### src/rtl/dctimer_pkg.sv
package dctimer_pkg;
  localparam int CFG_W  = 4;
  localparam int EXP_W  = 3;
  localparam int ADDR_W = 2;
  localparam logic [CFG_W-1:0] CFG_KEEP = 4'b1011;

  typedef enum logic [ADDR_W-1:0] {
    RA_START = 2'd0,
    RA_CUR   = 2'd1,
    RA_CFG   = 2'd2,
    RA_RSV   = 2'd3
  } reg_addr_e;

  // scrambled exponent: bit 3 on top of bits 1:0, rotated by one (wraps mod 8)
  function automatic logic [EXP_W-1:0] cfg_to_exp(input logic [CFG_W-1:0] cfg);
    return {cfg[3], cfg[1:0]} + 3'd1;
  endfunction
endpackage

### src/rtl/dctimer_divdec.sv
module dctimer_divdec
  import dctimer_pkg::*;
#(
  parameter int PRE_W = (1 << EXP_W) - 1
) (
  input  logic             clk,
  input  logic             rst,
  input  logic [CFG_W-1:0] cfg,
  output logic [PRE_W-1:0] ratio_m1
);
  localparam int NUM_EXP = 1 << EXP_W;

  logic [PRE_W-1:0] ratio_lut [NUM_EXP];

  genvar g;
  for (g = 0; g < NUM_EXP; g++) begin : g_lut
    assign ratio_lut[g] = PRE_W'((64'd1 << g) - 64'd1);
  end

  assign ratio_m1 = ratio_lut[cfg_to_exp(cfg)];

  AST_RATIO_POW2: assert property (@(posedge clk) disable iff (rst)
    $onehot({1'b0, ratio_m1} + 1'b1));
endmodule

### src/rtl/dctimer_prescale.sv
module dctimer_prescale #(
  parameter int PRE_W = 7
) (
  input  logic             clk,
  input  logic             rst,
  input  logic             start,
  input  logic             active,
  input  logic [PRE_W-1:0] ratio_m1,
  output logic             tick
);
  logic [PRE_W-1:0] pre_q;

  always_ff @(posedge clk) begin
    if (rst) begin
      pre_q <= '0;
    end else if (start) begin
      pre_q <= ratio_m1;
    end else if (active) begin
      if (pre_q == '0) pre_q <= ratio_m1;
      else             pre_q <= pre_q - 1'b1;
    end
  end

  assign tick = active && !start && (pre_q == '0);

  AST_PRE_STEP: assert property (@(posedge clk) disable iff (rst)
    (active && !start && pre_q != '0) |=> pre_q == $past(pre_q) - 1'b1);
  AST_PRE_BOUNDARY: assert property (@(posedge clk) disable iff (rst)
    (active && !start && pre_q == '0) |=> pre_q == $past(ratio_m1));
  AST_PRE_RESTART: assert property (@(posedge clk) disable iff (rst)
    start |=> pre_q == $past(ratio_m1));
endmodule

### src/rtl/dctimer_count.sv
module dctimer_count #(
  parameter int CNT_W = 32
) (
  input  logic             clk,
  input  logic             rst,
  input  logic             start,
  input  logic [CNT_W-1:0] start_val,
  input  logic             tick,
  output logic             active,
  output logic [CNT_W-1:0] remain,
  output logic             tmo
);
  localparam logic [CNT_W-1:0] LAST = CNT_W'(1);

  always_ff @(posedge clk) begin
    if (rst) begin
      remain <= '0;
      active <= 1'b0;
      tmo    <= 1'b0;
    end else begin
      tmo <= 1'b0;
      if (start) begin
        remain <= start_val;
        active <= |start_val;
      end else if (tick) begin
        remain <= remain - 1'b1;
        if (remain == LAST) begin
          active <= 1'b0;
          tmo    <= 1'b1;
        end
      end
    end
  end

  AST_PULSE_ONE: assert property (@(posedge clk) disable iff (rst)
    tmo |=> !tmo);
  AST_PULSE_CAUSE: assert property (@(posedge clk) disable iff (rst)
    tmo |-> (!active && $past(remain) == LAST));
  AST_IDLE_EMPTY: assert property (@(posedge clk) disable iff (rst)
    !active |-> remain == '0);
  AST_ZERO_NOSTART: assert property (@(posedge clk) disable iff (rst)
    (start && start_val == '0) |=> (!active && !tmo));
  AST_RELOAD_WINS: assert property (@(posedge clk) disable iff (rst)
    start |=> !tmo);
endmodule

### src/rtl/dctimer_regs.sv
module dctimer_regs
  import dctimer_pkg::*;
#(
  parameter int CNT_W = 32
) (
  input  logic              clk,
  input  logic              rst,
  input  logic              wr_en,
  input  logic [ADDR_W-1:0] wr_addr,
  input  logic [CNT_W-1:0]  wr_data,
  input  logic              rd_en,
  input  logic [ADDR_W-1:0] rd_addr,
  input  logic              active,
  input  logic [CNT_W-1:0]  remain,
  output logic [CFG_W-1:0]  cfg,
  output logic              start,
  output logic [CNT_W-1:0]  start_val,
  output logic [CNT_W-1:0]  rd_data
);
  logic [CFG_W-1:0] cfg_q;
  logic [CNT_W-1:0] start_q;

  assign start     = wr_en && (wr_addr == RA_START);
  assign start_val = wr_data;
  assign cfg       = cfg_q;

  always_ff @(posedge clk) begin
    if (rst) begin
      cfg_q   <= '0;
      start_q <= '0;
      rd_data <= '0;
    end else begin
      if (wr_en && wr_addr == RA_CFG) cfg_q <= wr_data[CFG_W-1:0] & CFG_KEEP;
      if (start) start_q <= wr_data;
      if (rd_en) begin
        case (reg_addr_e'(rd_addr))
          RA_START: rd_data <= start_q;
          RA_CUR:   rd_data <= active ? remain : '0;
          RA_CFG:   rd_data <= CNT_W'(cfg_q);
          default:  rd_data <= '0;
        endcase
      end
    end
  end

  AST_CFG_BIT2_ZERO: assert property (@(posedge clk) disable iff (rst)
    (rd_en && rd_addr == RA_CFG) |=> rd_data[2] == 1'b0);
  AST_IDLE_READ_ZERO: assert property (@(posedge clk) disable iff (rst)
    (rd_en && rd_addr == RA_CUR && !active) |=> rd_data == '0);
  AST_CUR_RO: assert property (@(posedge clk) disable iff (rst)
    (wr_en && wr_addr == RA_CUR) |=> (cfg_q == $past(cfg_q) && start_q == $past(start_q)));
endmodule

### src/rtl/dctimer.sv
module dctimer
  import dctimer_pkg::*;
#(
  parameter int CNT_W = 32
) (
  input  logic              clk,
  input  logic              rst,
  input  logic              wr_en,
  input  logic [ADDR_W-1:0] wr_addr,
  input  logic [CNT_W-1:0]  wr_data,
  input  logic              rd_en,
  input  logic [ADDR_W-1:0] rd_addr,
  output logic [CNT_W-1:0]  rd_data,
  output logic              tmo_pulse
);
  localparam int PRE_W = (1 << EXP_W) - 1;

  logic [CFG_W-1:0] cfg;
  logic             start;
  logic [CNT_W-1:0] start_val;
  logic [PRE_W-1:0] ratio_m1;
  logic             tick;
  logic             active;
  logic [CNT_W-1:0] remain;

  dctimer_regs #(.CNT_W(CNT_W)) u_regs (
    .clk(clk), .rst(rst),
    .wr_en(wr_en), .wr_addr(wr_addr), .wr_data(wr_data),
    .rd_en(rd_en), .rd_addr(rd_addr),
    .active(active), .remain(remain),
    .cfg(cfg), .start(start), .start_val(start_val),
    .rd_data(rd_data)
  );

  dctimer_divdec #(.PRE_W(PRE_W)) u_divdec (
    .clk(clk), .rst(rst), .cfg(cfg), .ratio_m1(ratio_m1)
  );

  dctimer_prescale #(.PRE_W(PRE_W)) u_prescale (
    .clk(clk), .rst(rst), .start(start), .active(active),
    .ratio_m1(ratio_m1), .tick(tick)
  );

  dctimer_count #(.CNT_W(CNT_W)) u_count (
    .clk(clk), .rst(rst), .start(start), .start_val(start_val),
    .tick(tick), .active(active), .remain(remain), .tmo(tmo_pulse)
  );
endmodule

### config.mk
export PLATFORM = sky130hd
export DESIGN_NAME = dctimer
export DESIGN_NICKNAME = d
export VERILOG_FILES = /design/src/rtl/dctimer_pkg.sv /design/src/rtl/dctimer_divdec.sv /design/src/rtl/dctimer_prescale.sv /design/src/rtl/dctimer_count.sv /design/src/rtl/dctimer_regs.sv /design/src/rtl/dctimer.sv
export SDC_FILE = /design/constraint.sdc
export NUM_CORES = 1
export LEC_CHECK = 0
export ABC_CLOCK_PERIOD_IN_PS = 3050
export CAP_MARGIN = 20
export CORE_UTILIZATION = 50
export DETAILED_ROUTE_END_ITERATION = 16
export PLACE_DENSITY = 0.77
export SYNTH_ARGS = -nofsm -noshare
export SYNTH_HDL_FRONTEND = slang
export SYNTH_SLANG_ARGS = --single-unit
export TNS_END_PERCENT = 100
### constraint.sdc
create_clock -name clk -period 3.05 [get_ports clk]
set_input_delay 0.7625 -clock clk [delete_from_list [all_inputs] [get_ports clk]]
set_output_delay 0.7625 -clock clk [all_outputs]
set_load 0.1 [all_outputs]
* After elaboration in Yosys (flattened, before gate mapping)
Memories as Yosys holds them, arrays and structs flattened.
Cells that the tools add are included.
** Word-level totals
- Flip-flop bits (word level) :: 108
- Memory bits (read-only) :: 56
- Input port bits :: 40
- Output and inout port bits :: 33
- Memories :: 1
** Memory list
- (name not given) :: depth 8, width 7, read ports 1, clocked after memory_dff 0, write ports 0, RTL line dctimer_divdec.sv:20 : assign ratio_m1 = ratio_lut[cfg_to_exp(cfg)];
** Cells by class
- Add/subtract/negate cells :: 3
- Magnitude comparators :: 1
- Eq/ne operators :: 4
- Mux-type cells :: 13
- Bitwise gates (word level) :: 2
- Reduce and logical (&&, ||, !) cells :: 14
** Operators by type and width (count)
- two-way mux 32 bit :: 3
- one-hot mux 32 bit (3 select lines) :: 1
- two-way mux 7 bit :: 5
- == test 32 x 1 -> 1 bit, second input constant :: 1
- OR reduction 32 bit :: 1
- subtractor 32 x 1 -> 32 bit, second input constant :: 1
- zero test 7 bit :: 1
- subtractor 7 x 1 -> 7 bit, second input constant :: 1
- nonzero test 2 bit :: 3
- == test 2 bit, second input constant :: 2
- greater-or-equal comparator 4 bit, second input constant :: 1
- logical AND 1 bit :: 4
- zero test 2 bit :: 2
- two-way mux 1 bit :: 4
- inverter 3 -> 4 bit :: 1
- adder 3 x 1 -> 3 bit, second input constant :: 1
- OR reduction 3 bit :: 1
- == test 2 x 1 -> 1 bit, second input constant :: 1
- AND reduction 2 bit :: 1
- zero test 1 bit :: 1
- inverter 1 bit :: 1

* Logic depth before layout (Yosys ltp)
- Word-level depth :: 8
- Gate-level depth with buffers :: 9

* Cells and area by module
From an unflattened synthesis, not the netlist that was laid out.
** Second synthesis, totals
- Cell total of the unflattened synthesis :: 670
- Area total of the unflattened synthesis :: 5649.2 um2
** By module, submodules not included
- dctimer_regs :: instances 1, cells each 341, area each 2990.4 um2, sequential area each 1341.3 um2
- dctimer_count :: instances 1, cells each 257, area each 2087.0 um2, sequential area each 680.7 um2
- dctimer_prescale :: instances 1, cells each 60, area each 480.5 um2, sequential area each 140.1 um2
- dctimer_divdec :: instances 1, cells each 12, area each 91.3 um2, sequential area each 0.0 um2

* Least setup slack after synthesis
Ideal clock, no wire load.
- Path type :: register to register
- Start point :: register u_prescale.pre_q[0]
- End point :: register u_count.remain[30]
- Arrival :: 2066 ps
- Required time :: 2930 ps
- Slack :: 864 ps
- Cell stages (with the launch flop) :: 9
- Path buffers :: 1
- Period minus slack after synthesis :: 2186 ps
- Cells stage by stage :: dfxtp_1 > inv_1 > ha_1 > and3b_1 > clkbuf_1 > nand4_2 > or4_1 > o31a_1 > o31a_1
** Between the ends
- Word-level cells in the longest chain between the ends :: 3
** Ends and longest elaborated chain
- start, declared :: RTL line dctimer_prescale.sv:11 : logic [PRE_W-1:0] pre_q;
- start signal, assigned :: RTL line dctimer_prescale.sv:17 : pre_q <= ratio_m1;
- start signal, assigned :: RTL line dctimer_prescale.sv:19 : if (pre_q == '0) pre_q <= ratio_m1;
- start signal, assigned :: RTL line dctimer_prescale.sv:20 : else pre_q <= pre_q - 1'b1;
- zero test 7 bit :: RTL line dctimer_prescale.sv:24 : assign tick = active && !start && (pre_q == '0);
- logical AND 1 bit :: RTL line dctimer_prescale.sv:24
- nonzero test 2 bit (no line)
- end signal, assigned :: RTL line dctimer_count.sv:23 : remain <= start_val;
- end signal, assigned :: RTL line dctimer_count.sv:26 : remain <= remain - 1'b1;
- end, declared :: RTL line dctimer_count.sv:10 : output logic [CNT_W-1:0] remain,
No other way between the ends.
A chain may end at the register's enable or synchronous reset.

* Worst setup path after layout
- Start point :: register u_prescale.pre_q[0]
- End point :: register u_count.remain[29]
The elaborated chain is that of the path after synthesis.

==> flow_results.org <==
** Global route
- Overall global routing resource usage :: 0.256
- Entering global routing, the biggest net connects 92 pins.
- The first global-routing pass estimated 21100 um of wire.
- The number of antenna violations at the first check in global routing is 0.
- Residual overflow from global routing :: 0
- Number of global-route vias before repair :: 4483

** Clock tree
- Clock transition at the registers of the reported paths :: 0.10 ns
- The number of hold buffers added after CTS was 0.
- CTS tree :: done
- Library cell used as clock root buffer :: sky130_fd_sc_hd__clkbuf_8
- Num Clock Sinks :: 108
- Number of setup buffers added after CTS :: 0
- The clock passes through at most 2 buffers.
- Post-CTS resize count :: 0
- Clock latency on the worst-skew pair :: 0.37 ns
- In this run, CTS created clock tree buffers numbering 9.
- CTS built an H-tree with a depth of 3.

** Power
- Internal power summed over all cells :: 0.00217 W
- Power spread over the standard cell area amounts to 528 nW/um^2.
- The share of total power dissipated in sequential elements is 0.491.
- Psw :: 0.000982 W
- The worst-case IR drop observed on VDD is 0.240 mV.
- Power comes to 0.00315 W.
- Sw Ratio :: 0.311
- Part of the total power dissipated in combinational logic :: 0.204
- Share of power burned in the clock network :: 0.305
- Summed over all cells, the static leakage comes to 2.07 nW.

** Logic synthesis
- The mapped netlist covers 5000 um^2.
- The number of nets in the synthesized netlist is 652.
- Most used flip-flop cell after synthesis :: sky130_fd_sc_hd__dfxtp_1
- Of the total synthesized cell area, the portion taken by full adders, half adders and majority gates is 0.0175.
- Simple-gate share of the synthesized area :: 0.242
- Sequential area share after synthesis :: 0.433
- Post-synthesis xor/xnor area fraction :: 0.0438
- Multiplexer share of the synthesized area :: 0.0120
- Compound-Gate Fraction of Synth Area :: 0.209
- Largest family of logic cells by synthesized area :: simple AND/OR/NAND/NOR gates
- Counting every instance in the synthesized netlist gives 605.
- For this run, asynchronously set or reset flops after synthesis account for 0.
- The average instance in the mapped netlist occupies 8.26 um^2.
- Yosys printed 0 warnings.
- After synthesis the netlist holds a flip-flop and latch count of 108.
- Count of unique library cells instantiated by Yosys :: 48
- Number of enable flip-flop cells after synthesis :: 0

** Worst setup path
- For the worst setup path, the data arrival time is 2.77 ns.
- Type of element launching the critical path :: flop
- For this design, the slowest cell found on the critical path is sky130_fd_sc_hd__nor4_1.
- Endpoint of the most critical register-to-register path :: u_count.remain[29]
- The worst setup path is captured at a flop.
- Largest stage delay on the critical path :: 0.55 ns
- The worst register-to-register path has a depth of 7.
- Data on the critical path is required at its endpoint by 3.33 ns.
- Crit path kind :: flop to flop
- Setup slack on the worst reg-to-reg path comes out at 0.56 ns.
- The critical path goes through inv_1 -> ha_1 -> and3b_1 -> nand4_1 -> nor4_1 -> xnor2_1 -> a211oi_1.
- Worst flop-to-flop path startpoint :: u_prescale.pre_q[0]
- Largest driver fanout on the critical path :: 11

** Floorplan
- After floorplanning, the core was divided into 36 placement rows.
- Pin placement for this block handled 73 I/O pins.
- Total die area :: 10400 um^2
- Floorplan die height :: 102 um
- Horiz. Die Dim :: 102 um
- Placeable core area :: 9730 um^2
- For this configuration, the core starts out at a cell density of 0.514.

** STA
- Pins over their slew limit :: 0
- Max Freq :: 402 MHz
- Dividing the final minimum period by the clock period gives 0.816.
- Setup TNS :: 0 ns
- Measured against its own limit, the worst slew margin works out to 0.356.
- At the pin with the least slew margin, the transition time is 0.965 ns.
- Final worst path period need :: 2.49 ns
- Setup repair after global routing left no endpoint under its margin.
- Across the routed clock network, the largest skew measured is 0.0173 ns.
- Final Setup Violations :: 0
- Final Hold Fails :: 0

** Drt
- In the routed design, unresolved DRC markers number 0.
- Via density per instance :: 5.89
- WL final :: 12500 um
- For this run, the detailed router's first-pass iteration total came to 5.
- Iteration-0 DRC Markers :: 241
- Number of routed nets with antenna violations :: 0
- Wire per inst :: 15.7 um
- The detailed router placed 4685 vias in this run.

** Hold path
- Hold Crit Depth :: 2
- In this run the worst hold path is classified as flop to flop.
- Worst Min Path Start :: u_regs.start_q[12]
- The worst hold path terminates at u_regs.start_q[12].

** Layout
- In the final layout, the share of cells above drive strength 1 is 0.116.
- The final layout contains 705 nets.
- The repair_antennas step left the layout with diodes totalling 0.
- # fillers :: 885
- The area growth from synthesis to layout is 19.5%.

** Place
- Total half-perimeter wirelength after legalization and detailed placement :: 8540 um
- The congestion estimate from routability-driven global placement came to 0.852.
- Buffers placed on the I/O ports in this run total 72.

** Flow run
- Maxcap violations :: 0

** Status
- The flow ran to the end, and the final reports show no timing, DRC or antenna violations.
## worst max-delay path by stage
| stage | startpoint | to | cells after the start |
|---|---|---|---|
| detailed placement | wr_en | u_count.remain[30] | 6 |
| global placement | wr_en | u_count.active | 4 |
| floorplan | u_prescale.pre_q[0] | u_count.remain[30] | 8 |
| finish | u_prescale.pre_q[0] | u_count.remain[29] | 7 |
| global route | u_prescale.pre_q[0] | u_count.remain[27] | 7 |
| CTS | u_prescale.pre_q[0] | u_count.remain[29] | 7 |
## state kept, by name (all words and copies together) (netlist names)
| register | count |
|---|---|
| u_count.remain | 32 |
| u_regs.rd_data | 32 |
| u_regs.start_q | 32 |
| u_prescale.pre_q | 7 |
| u_regs.cfg | 3 |
| u_count.active | 1 |
| u_count.tmo | 1 |
## power groups by stage
| stage | clock network [W] | registers (W) | logic (W) |
|---|---|---|---|
| after floorplan | 0 | 0.00171 | 0.000307 |
| after global placement | 0 | 0.00157 | 0.000624 |
| after detailed placement | 0 | 0.00158 | 0.000636 |
| after CTS | 0.000976 | 0.00155 | 0.000640 |
| after global routing | 0.00103 | 0.00156 | 0.000696 |
| final | 0.000961 | 0.00155 | 0.000643 |
## final cells by class
cell class / count / area (um^2) / share of cell area
clock buffers: 10 / 128 / 0.0214
inverters: 11 / 41.3 / 0.00691
repair buffers: 87 / 756 / 0.127
flip-flops and latches: 108 / 2160 / 0.362
well taps: 133 / 166 / 0.0279
clock inverters: 6 / 93.8 / 0.0157
multi-input cells: 441 / 2630 / 0.440
## Yosys cell counts, types with 5 or more instances
cell type | n | area share
sky130_fd_sc_hd__dfxtp_1 | 108 | 0.43
sky130_fd_sc_hd__nand2_1 | 77 | 0.058
sky130_fd_sc_hd__nor2_1 | 75 | 0.056
sky130_fd_sc_hd__a211oi_1 | 53 | 0.080
sky130_fd_sc_hd__a21oi_1 | 50 | 0.050
sky130_fd_sc_hd__clkbuf_1 | 41 | 0.031
sky130_fd_sc_hd__a22oi_1 | 28 | 0.042
sky130_fd_sc_hd__xnor2_1 | 25 | 0.044
sky130_fd_sc_hd__nor4_1 | 24 | 0.030
sky130_fd_sc_hd__nor3_1 | 15 | 0.015
sky130_fd_sc_hd__nand3_1 | 13 | 0.013
sky130_fd_sc_hd__inv_1 | 11 | 0.0083
sky130_fd_sc_hd__o21ai_0 | 10 | 0.010
sky130_fd_sc_hd__ha_1 | 7 | 0.018
sky130_fd_sc_hd__mux2i_1 | 6 | 0.012
sky130_fd_sc_hd__nand2b_1 | 6 | 0.0075
sky130_fd_sc_hd__or3_1 | 5 | 0.0063
## stage by stage
step / setup WS (ns) / std cells / util / instance area (um^2) / hold WS (ns)
global placement: 0.422 / 780 / 0.591 / 5750 / 0.441
CTS: 0.574 / 796 / 0.614 / 5970 / 0.463
detailed placement: 0.381 / 780 / 0.591 / 5750 / 0.447
global route: 0.311 / 796 / 0.614 / 5970 / 0.476
floorplan: 0.864 / 605 / - / 5000 / 0.437
finish: 0.560 / 796 / 0.614 / 5970 / 0.463
## critical path, delay by kind of cell (launching register included)
kind | cells | cell delay (ns)
AO/OA/AOI/OAI | 1 | 0.22
flip-flops | 1 | 0.32
adder cells (fa/ha/maj) | 1 | 0.24
XOR/XNOR | 1 | 0.13
buffers and inverters | 1 | 0.09
AND/OR/NAND/NOR | 3 | 1.42
## per-layer routing
layer | global-route usage | vias to the layer above | wire length [um] | share of wire
met5 | 0 | - | 0 | 0
met4 | 0.0989 | 0 | 283 | 0.023
met3 | 0.0315 | 25 | 698 | 0.056
met2 | 0.443 | 151 | 6280 | 0.50
met1 | 0.326 | 2221 | 5270 | 0.42
li1 | - | 2288 | - | -
## cell usage in the layout, fill, tap and decap left out, drive strengths merged, types with 2 or more instances in the layout
cell,count
dfxtp,108
nand2,77
nor2,75
a211oi,53
a21oi,50
buf,50
clkdlybuf4s50,37
a22oi,28
nor4,28
xnor2,25
nor3,16
nand3,13
inv,13
o21ai,10
clkbuf,10
ha,7
nand2b,6
mux2i,6
or3,6
nand4,5
or4,3
a311oi,3
nand3b,3
o31a,3
and2,3
o32a,2
nor2b,2
nand4b,2
bufinv,2
nor3b,2
## cells by family after synthesis
group / count (synthesis)
mux: 6
fa+ha+maj: 7
buf+inv: 56
flops: 108
simple gates: 246
compound gates: 157
xor+xnor: 25
Power figures use the tool's default switching activity.
